[config.mk]
export PLATFORM = sky130hd
export DESIGN_NAME = rpt_running_prio
export DESIGN_NICKNAME = d
export VERILOG_FILES = /design/src/rtl/rpt_pkg.sv /design/src/rtl/rpt_prio_scan.sv /design/src/rtl/rpt_active_store.sv /design/src/rtl/rpt_read_fmt.sv /design/src/rtl/rpt_running_prio.sv
export SDC_FILE = /design/constraint.sdc
export NUM_CORES = 1
export LEC_CHECK = 0
export BUFFER_PORTS_ARGS = -buffer_cell sky130_fd_sc_hd__buf_2
export CORE_UTILIZATION = 54
export CTS_CLUSTER_SIZE = 14
export DETAILED_ROUTE_END_ITERATION = 12
export PLACE_DENSITY = 0.83
export SYNTH_ARGS = -nofsm -noshare
export SYNTH_HDL_FRONTEND = slang
export SYNTH_SLANG_ARGS = --single-unit
[constraint.sdc]
create_clock -name clk -period 2.9 [get_ports clk]
set_clock_uncertainty 0.2 [all_clocks]
set_input_delay 0.145 -clock clk [delete_from_list [all_inputs] [get_ports clk]]
set_output_delay 0.145 -clock clk [all_outputs]
set_load 0.03 [all_outputs]
[src/rtl/rpt_pkg.sv]
package rpt_pkg;

    // Class of the source that currently sets the running priority
    typedef enum logic [1:0] {
        SRC_IDLE  = 2'd0,
        SRC_LEVEL = 2'd1,
        SRC_SNMI  = 2'd2,
        SRC_NSNMI = 2'd3
    } run_src_e;

endpackage

[src/rtl/rpt_prio_scan.sv]
module rpt_prio_scan #(
    parameter int N = 128,
    localparam int IW = $clog2(N)
) (
    input  logic [N-1:0]  vec,
    output logic          any,
    output logic [IW-1:0] idx
);

    // Lowest set index wins
    always_comb begin
        any = 1'b0;
        idx = '0;
        for (int i = N - 1; i >= 0; i--) begin
            if (vec[i]) begin
                any = 1'b1;
                idx = IW'(i);
            end
        end
    end

endmodule

[src/rtl/rpt_active_store.sv]
module rpt_active_store
    import rpt_pkg::*;
#(
    parameter int PRIO_W = 8,
    localparam int IDX_W  = PRIO_W - 1,
    localparam int LEVELS = 1 << IDX_W,
    localparam int NS_IDX = LEVELS / 2
) (
    input  logic             clk,
    input  logic             rst_n,
    input  logic             single_sec,
    input  logic             ack_valid,
    input  logic [IDX_W-1:0] ack_grp,
    input  logic             ack_nmi,
    input  logic             ack_ns,
    input  logic             drop_valid,
    output run_src_e         src,
    output logic [IDX_W-1:0] lvl_idx,
    output logic             snmi_act,
    output logic             nsnmi_act
);

    logic [LEVELS-1:0] lvl_q, lvl_d;
    logic              snmi_q, snmi_d;
    logic              nsnmi_q, nsnmi_d;
    logic              lvl_any;

    rpt_prio_scan #(.N(LEVELS)) u_scan (
        .vec (lvl_q),
        .any (lvl_any),
        .idx (lvl_idx)
    );

    // Running source classification
    always_comb begin
        if (snmi_q)
            src = SRC_SNMI;
        else if (nsnmi_q && (!lvl_any || lvl_idx >= IDX_W'(NS_IDX)))
            src = SRC_NSNMI;
        else if (lvl_any)
            src = SRC_LEVEL;
        else
            src = SRC_IDLE;
    end

    // Next state: drop first, then acknowledge
    always_comb begin
        lvl_d   = lvl_q;
        snmi_d  = snmi_q;
        nsnmi_d = nsnmi_q;
        if (drop_valid) begin
            unique case (src)
                SRC_SNMI:  snmi_d = 1'b0;
                SRC_NSNMI: nsnmi_d = 1'b0;
                SRC_LEVEL: lvl_d[lvl_idx] = 1'b0;
                SRC_IDLE:  ;
            endcase
        end
        if (ack_valid) begin
            if (ack_nmi) begin
                if (single_sec || !ack_ns)
                    snmi_d = 1'b1;
                else
                    nsnmi_d = 1'b1;
            end else begin
                lvl_d[ack_grp] = 1'b1;
            end
        end
    end

    always_ff @(posedge clk) begin
        if (!rst_n) begin
            lvl_q   <= '0;
            snmi_q  <= 1'b0;
            nsnmi_q <= 1'b0;
        end else begin
            lvl_q   <= lvl_d;
            snmi_q  <= snmi_d;
            nsnmi_q <= nsnmi_d;
        end
    end

    assign snmi_act  = snmi_q;
    assign nsnmi_act = nsnmi_q;

endmodule

[src/rtl/rpt_read_fmt.sv]
module rpt_read_fmt
    import rpt_pkg::*;
#(
    parameter int PRIO_W = 8,
    parameter int DATA_W = 64,
    localparam int IDX_W = PRIO_W - 1
) (
    input  run_src_e          src,
    input  logic [IDX_W-1:0]  lvl_idx,
    input  logic              snmi_act,
    input  logic              nsnmi_act,
    input  logic              rd_ns,
    output logic [DATA_W-1:0] rd_data
);

    localparam logic [PRIO_W-1:0] IDLE_PRIO  = '1;
    localparam logic [PRIO_W-1:0] NSNMI_PRIO = PRIO_W'(1) << (PRIO_W - 1);

    logic [PRIO_W-1:0] prio;

    always_comb begin
        unique case (src)
            SRC_IDLE:  prio = IDLE_PRIO;
            SRC_LEVEL: prio = {lvl_idx, 1'b0};
            SRC_SNMI:  prio = '0;
            SRC_NSNMI: prio = rd_ns ? '0 : NSNMI_PRIO;
        endcase
    end

    always_comb begin
        rd_data               = '0;
        rd_data[PRIO_W-1:0]   = prio;
        rd_data[DATA_W-1]     = snmi_act;
        rd_data[DATA_W-2]     = nsnmi_act & ~rd_ns;
    end

endmodule

[src/rtl/rpt_running_prio.sv]
module rpt_running_prio
    import rpt_pkg::*;
#(
    parameter int PRIO_W = 8,
    parameter int DATA_W = 64
) (
    input  logic              clk,
    input  logic              rst_n,
    input  logic              single_sec,
    input  logic              ack_valid,
    input  logic [PRIO_W-1:0] ack_prio,
    input  logic              ack_nmi,
    input  logic              ack_ns,
    input  logic              drop_valid,
    input  logic              rd_ns,
    output logic [DATA_W-1:0] rd_data
);

    localparam int IDX_W = PRIO_W - 1;

    run_src_e         src;
    logic [IDX_W-1:0] lvl_idx;
    logic             snmi_act;
    logic             nsnmi_act;
    logic             prio_lsb_unused;

    // Minimum binary point: the lowest priority bit is not part of the group
    assign prio_lsb_unused = ack_prio[0];

    rpt_active_store #(.PRIO_W(PRIO_W)) u_store (
        .clk        (clk),
        .rst_n      (rst_n),
        .single_sec (single_sec),
        .ack_valid  (ack_valid),
        .ack_grp    (ack_prio[PRIO_W-1:1]),
        .ack_nmi    (ack_nmi),
        .ack_ns     (ack_ns),
        .drop_valid (drop_valid),
        .src        (src),
        .lvl_idx    (lvl_idx),
        .snmi_act   (snmi_act),
        .nsnmi_act  (nsnmi_act)
    );

    rpt_read_fmt #(.PRIO_W(PRIO_W), .DATA_W(DATA_W)) u_fmt (
        .src       (src),
        .lvl_idx   (lvl_idx),
        .snmi_act  (snmi_act),
        .nsnmi_act (nsnmi_act),
        .rd_ns     (rd_ns),
        .rd_data   (rd_data)
    );

endmodule

==> flow_metrics.py, run 1 <==
metrics = {
    "clocking": {
        "cts_buffers": 17,
        "clk_path_buf_depth": 2,
        "htreeDepth": 4,
        "clock_sinks": 130,
        "cts-root-buf": "clkbuf_16",
    },
    "placed_design": {
        "gp_congestion": 1.06,
        "dp_hpwl_um": 22800,
        "io_buffers": 24,
        "pre_cts_slack_ps": -510,
        "place_inst": 1563,
    },
    "timing": {
        "worstEndpointGrtRepair": "u_store.lvl_q[111]$_SDFF_PN0_/D",
        "endpoint_type": "register input",
    },
    "synth": {
        "avgSynthCellArea_um2": 6.88,
        "ys_seq_elements": 130,
        "yosysWarnings": 0,
        "synth_edf_count": 0,
        "postSynthCellCount": 1196,
        "synth-main-ff-cell": "dfxtp_1",
        "synthArstFlopShare_pct": 0,
        "syn-cell-area_um2": 8220,
        "ys_types": 69,
        "yosysSeqAreaShare_pct": 31.6,
    },
    "floorplan": {
        "boundaryPins": 80,
        "die_h_um": 125,
        "start_util_pct": 55.9,
        "rows": 44,
        "die_x_um": 125,
    },
    "status": {
        "firstError": "[ERROR GRT-0232] Routing congestion too high. Check the congestion heatmap in the GUI.",
        "stop_stage": "5_1_grt",
        "status": "stopped before the end",
    },
    "global_route": {
        "grt_usage_pct": 89.9,
        "grt_max_degree": 131,
        "gr-total-overflow": 200,
    },
}
==> layer usage <==
layer	overflow	GRT usage, %
met1	15	89.4
met2	103	99.5
met3	15	82.2
met4	64	90.8
met5	3	58.2
==> per-stage QoR <==
| stage | hold WS (ps) | cell area [µm²] | TNS, ps |
|---|---|---|---|
| floorplan | 137 | 8420 | -85.8 |
| global placement | 281 | 9790 | -29320 |
| detailed placement | 301 | 9790 | -32550 |
| CTS | 28.8 | 11500 | -21260 |
==> logic make-up after synthesis <==
kind of cell    count (synthesis)  share of synthesized area, %
compound gates                374                          27.4
simple gates                  565                          32.4
other cells                     1                        0.0456
buf+inv                       126                          8.52
flops                         130                          31.6
==> timing repair <==
item	4_1_cts
gates resized for setup	169
pin swaps	61
cloned	3
setup endpoints to repair	136
endpoints found under the hold margin	2
hold buffers	5
setup buffers	21
==> synthesized netlist by cell type, types with 4 or more instances <==
master	number	area [µm²]
a41oi_1	5	43.8
o2111ai_1	5	43.8
o211ai_1	5	37.5
a31oi_1	70	438
a211oi_1	4	30.0
o21a_1	10	75.1
inv_1	23	86.3
dfxtp_1	130	2600
buf_2	8	40.0
nand2b_1	12	75.1
nor4_1	37	231
nor3_2	5	50.1
buf_4	56	420
a21boi_0	4	30.0
o31ai_1	8	60.1
clkbuf_1	37	139
a21oi_1	79	395
a2111oi_0	4	35.0
or2_2	5	31.3
nor3b_1	6	45.0
and2_1	5	31.3
nor2b_1	21	131
o21ai_0	144	721
nand2_1	113	424
nand3_1	18	90.1
or4_1	12	90.1
nor3_1	89	445
nor2_1	219	822
nand4_1	6	37.5
==> run 2: changes to the inputs <==
Settings changed: CORE_UTILIZATION 54 to 40, CTS_CLUSTER_SIZE 14 to default, PLACE_DENSITY 0.83 to default, PLACE_DENSITY_LB_ADDON from default to 0.15.
Clock period 2.9 ns to 3.8 ns, I/O delays scaled along.
==> flow_metrics.py, run 2 <==
metrics = {
    "status": {
        "status": "complete, no violations",
    },
    "floorplan": {
        "boundaryPins": 80,
        "rows": 52,
        "dieArea_um2": 21100,
        "die_h_um": 145,
        "start_util_pct": 40.8,
        "die_x_um": 145,
        "core_um2": 20200,
    },
    "clocking": {
        "worstSkewPairLatency_ps": 440,
        "clk_pin_slew_ps": 60,
        "htreeDepth": 4,
        "cts_buffers": 17,
        "clk_path_buf_depth": 2,
        "cts_tree": "yes",
        "clock_sinks": 130,
        "cts-root-buf": "clkbuf_16",
    },
    "timing": {
        "max_freq_mhz": 268,
        "setup_violations": 0,
        "rsz0062_at_grt": "false",
        "max_slew_margin_pct": 22.0,
        "finalCriticalPeriod_ps": 3730,
        "fin_ws_ps": 68.8,
        "slew_viol_final": 0,
        "hold_viol_final": 0,
        "holdWs_ps": 117,
        "finalSetupTns_ps": 0,
        "post-route-period-util_pct": 98.2,
        "worstMarginPinSlew_ps": 1170,
    },
    "detailed_routing": {
        "drt_iter0_drc": 1147,
        "m1WireLength_um": 14300,
        "drc": 0,
        "routed_via_density": 6.18,
        "wl_um": 33900,
        "ant_nets": 0,
        "wl_per_cell_um": 22.2,
        "routed.top_layer": "met4",
        "dr_wl_met2_um": 14600,
        "dr.pass1.iters": 8,
        "dr_wl_met3_um": 3740,
        "vias": 9462,
    },
    "synth": {
        "synth.top_cell.area_share_pct": 31.6,
        "avgSynthCellArea_um2": 6.88,
        "yosys-top-cells-area": "dfxtp_1 (32%), nor2_1 (10%), o21ai_0 (8.8%), nor3_1 (5.4%), a31oi_1 (5.3%)",
        "synth_edf_count": 0,
        "synthArstFlopShare_pct": 0,
        "syn-cell-area_um2": 8220,
        "synth_top_area_cell": "dfxtp_1",
        "synth-main-ff-cell": "dfxtp_1",
        "postSynthCellCount": 1196,
        "synth_commonest_cells": "nor2_1 (219), o21ai_0 (144), dfxtp_1 (130)",
        "ys_seq_elements": 130,
        "yosysSeqAreaShare_pct": 31.6,
        "ys_types": 69,
        "yosysMostFrequentCell": "nor2_1",
        "yosysWarnings": 0,
    },
    "finish": {
        "layout_common_cells": "nor2_1 (219), o21ai_0 (144), dfxtp_1 (130)",
        "layout.nets": 1265,
        "largest_reg_flops": 128,
        "finish.instance_area_um2": 9430,
        "instances_no_fill": 1532,
        "area_growth_pct": 14.7,
        "final_common_cell": "nor2_1",
        "post-route-util_pct": 46.8,
        "top_register": "u_store.lvl_q",
        "drive_above_1_share_pct": 10.9,
        "num_antenna_cells": 0,
    },
    "power_and_ir_drop": {
        "total_power_mw": 3.83,
        "leakagePower_nw": 3.47,
        "ir_drop_uv": 278,
        "cellPowerDensity_nw_per_um2": 406,
    },
    "critical_path": {
        "worstSetupPathType": "reg -> out",
        "worstSetupStartpointType": "flip-flop",
        "critPathMaxStageDelay_ps": 590,
        "reg2regPathDepth": 8,
        "worst-endpoint-arrival_ps": 3340,
        "cpMostUsedCell": "buf_4",
        "worst_path_max_delay_cell": "or4_1",
        "crit_fanout": 5,
        "timing.rr.start": "u_store.lvl_q[62]",
        "required_ps": 3410,
        "path_cells": "or4_1, or4_4, or2_2, nor4_4, nand3_1, buf_4, o31ai_1, buf_4",
        "reg2reg_slack_ps": 230,
        "crit_start": "u_store.lvl_q[62]",
        "end_kind": "primary output",
    },
    "job": {
        "timing.max_cap.violations": 0,
    },
    "placed_design": {
        "gp_congestion": 0.993,
        "post_dp_cell_area_um2": 8710,
        "place_inst": 1495,
        "dp_hpwl_um": 23500,
        "io_buffers": 24,
        "pre_cts_slack_ps": 363,
    },
    "global_route": {
        "grt_first_pass_wirelength_um": 51200,
        "grt_max_degree": 64,
        "grt_usage_pct": 31.9,
        "antenna_found_initial": 0,
        "grt_pass1_vias": 8602,
        "gr-total-overflow": 0,
    },
    "worst_hold_path": {
        "whs_path_depth": 4,
        "worstHoldStart": "ack_prio[6]",
        "min_path_type": "in -> reg",
    },
}
## run 2: cell counts after synthesis
No cell type changed its count.
## run 2: final cells by class
cell class,instances,area (µm²)
Clock buffer,23,488
Clock inverter,9,151
Fill cell,2077,10700
Inverter,23,86.3
Multi-Input combinational cell,993,5150
Sequential cell,130,2600
Tap cell,270,338
Timing Repair Buffer,84,611
## run 2: path summary, 6_finish.rpt
path | end
setup reg to reg | u_store.lvl_q[59]
hold / removal | u_store.lvl_q[1]
setup / recovery | rd_data[4]
hold reg to reg | u_store.lvl_q[1]
## run 2: kinds of logic after synthesis
logic type             Yosys count  synth area share (%)
buffers and inverters          126                  8.52
other                            1                0.0456
AOI/OAI and AO/OA              374                  27.4
DFF                            130                  31.6
and+or+nand+nor                565                  32.4
## run 2: report_power, final
part           switching, mW  internal [mW]
Clock                  0.654           1.17
Sequential           0.00582           1.37
Combinational          0.471          0.165
## run 2: timing repair
item | in CTS | in global routing
resized for setup | 1 | 4
pin swaps | 0 | 0
cloned | 0 | 0
setup endpoints to repair | 1 | 2
endpoints found under the hold margin | 17 | 0
hold buffers | 5 | 0
buffers inserted | 0 | 0
## run 2: worst max-delay path: cells and delay by family, from the launching register on
kind                   cells  cell delay [ps]
buffers and inverters      2              460
flip-flops                 1              350
AND/OR/NAND/NOR            5             1980
AO/OA/AOI/OAI              1              130
## run 2: metal layers
layer  up-vias  global-route usage (%)
met2       546                    47.6
met4         0                    15.6
met1      4447                    43.0
met5         -                       0
li1       4374                       -
met3        95                    7.87
(Power assumes the default switching activity.)
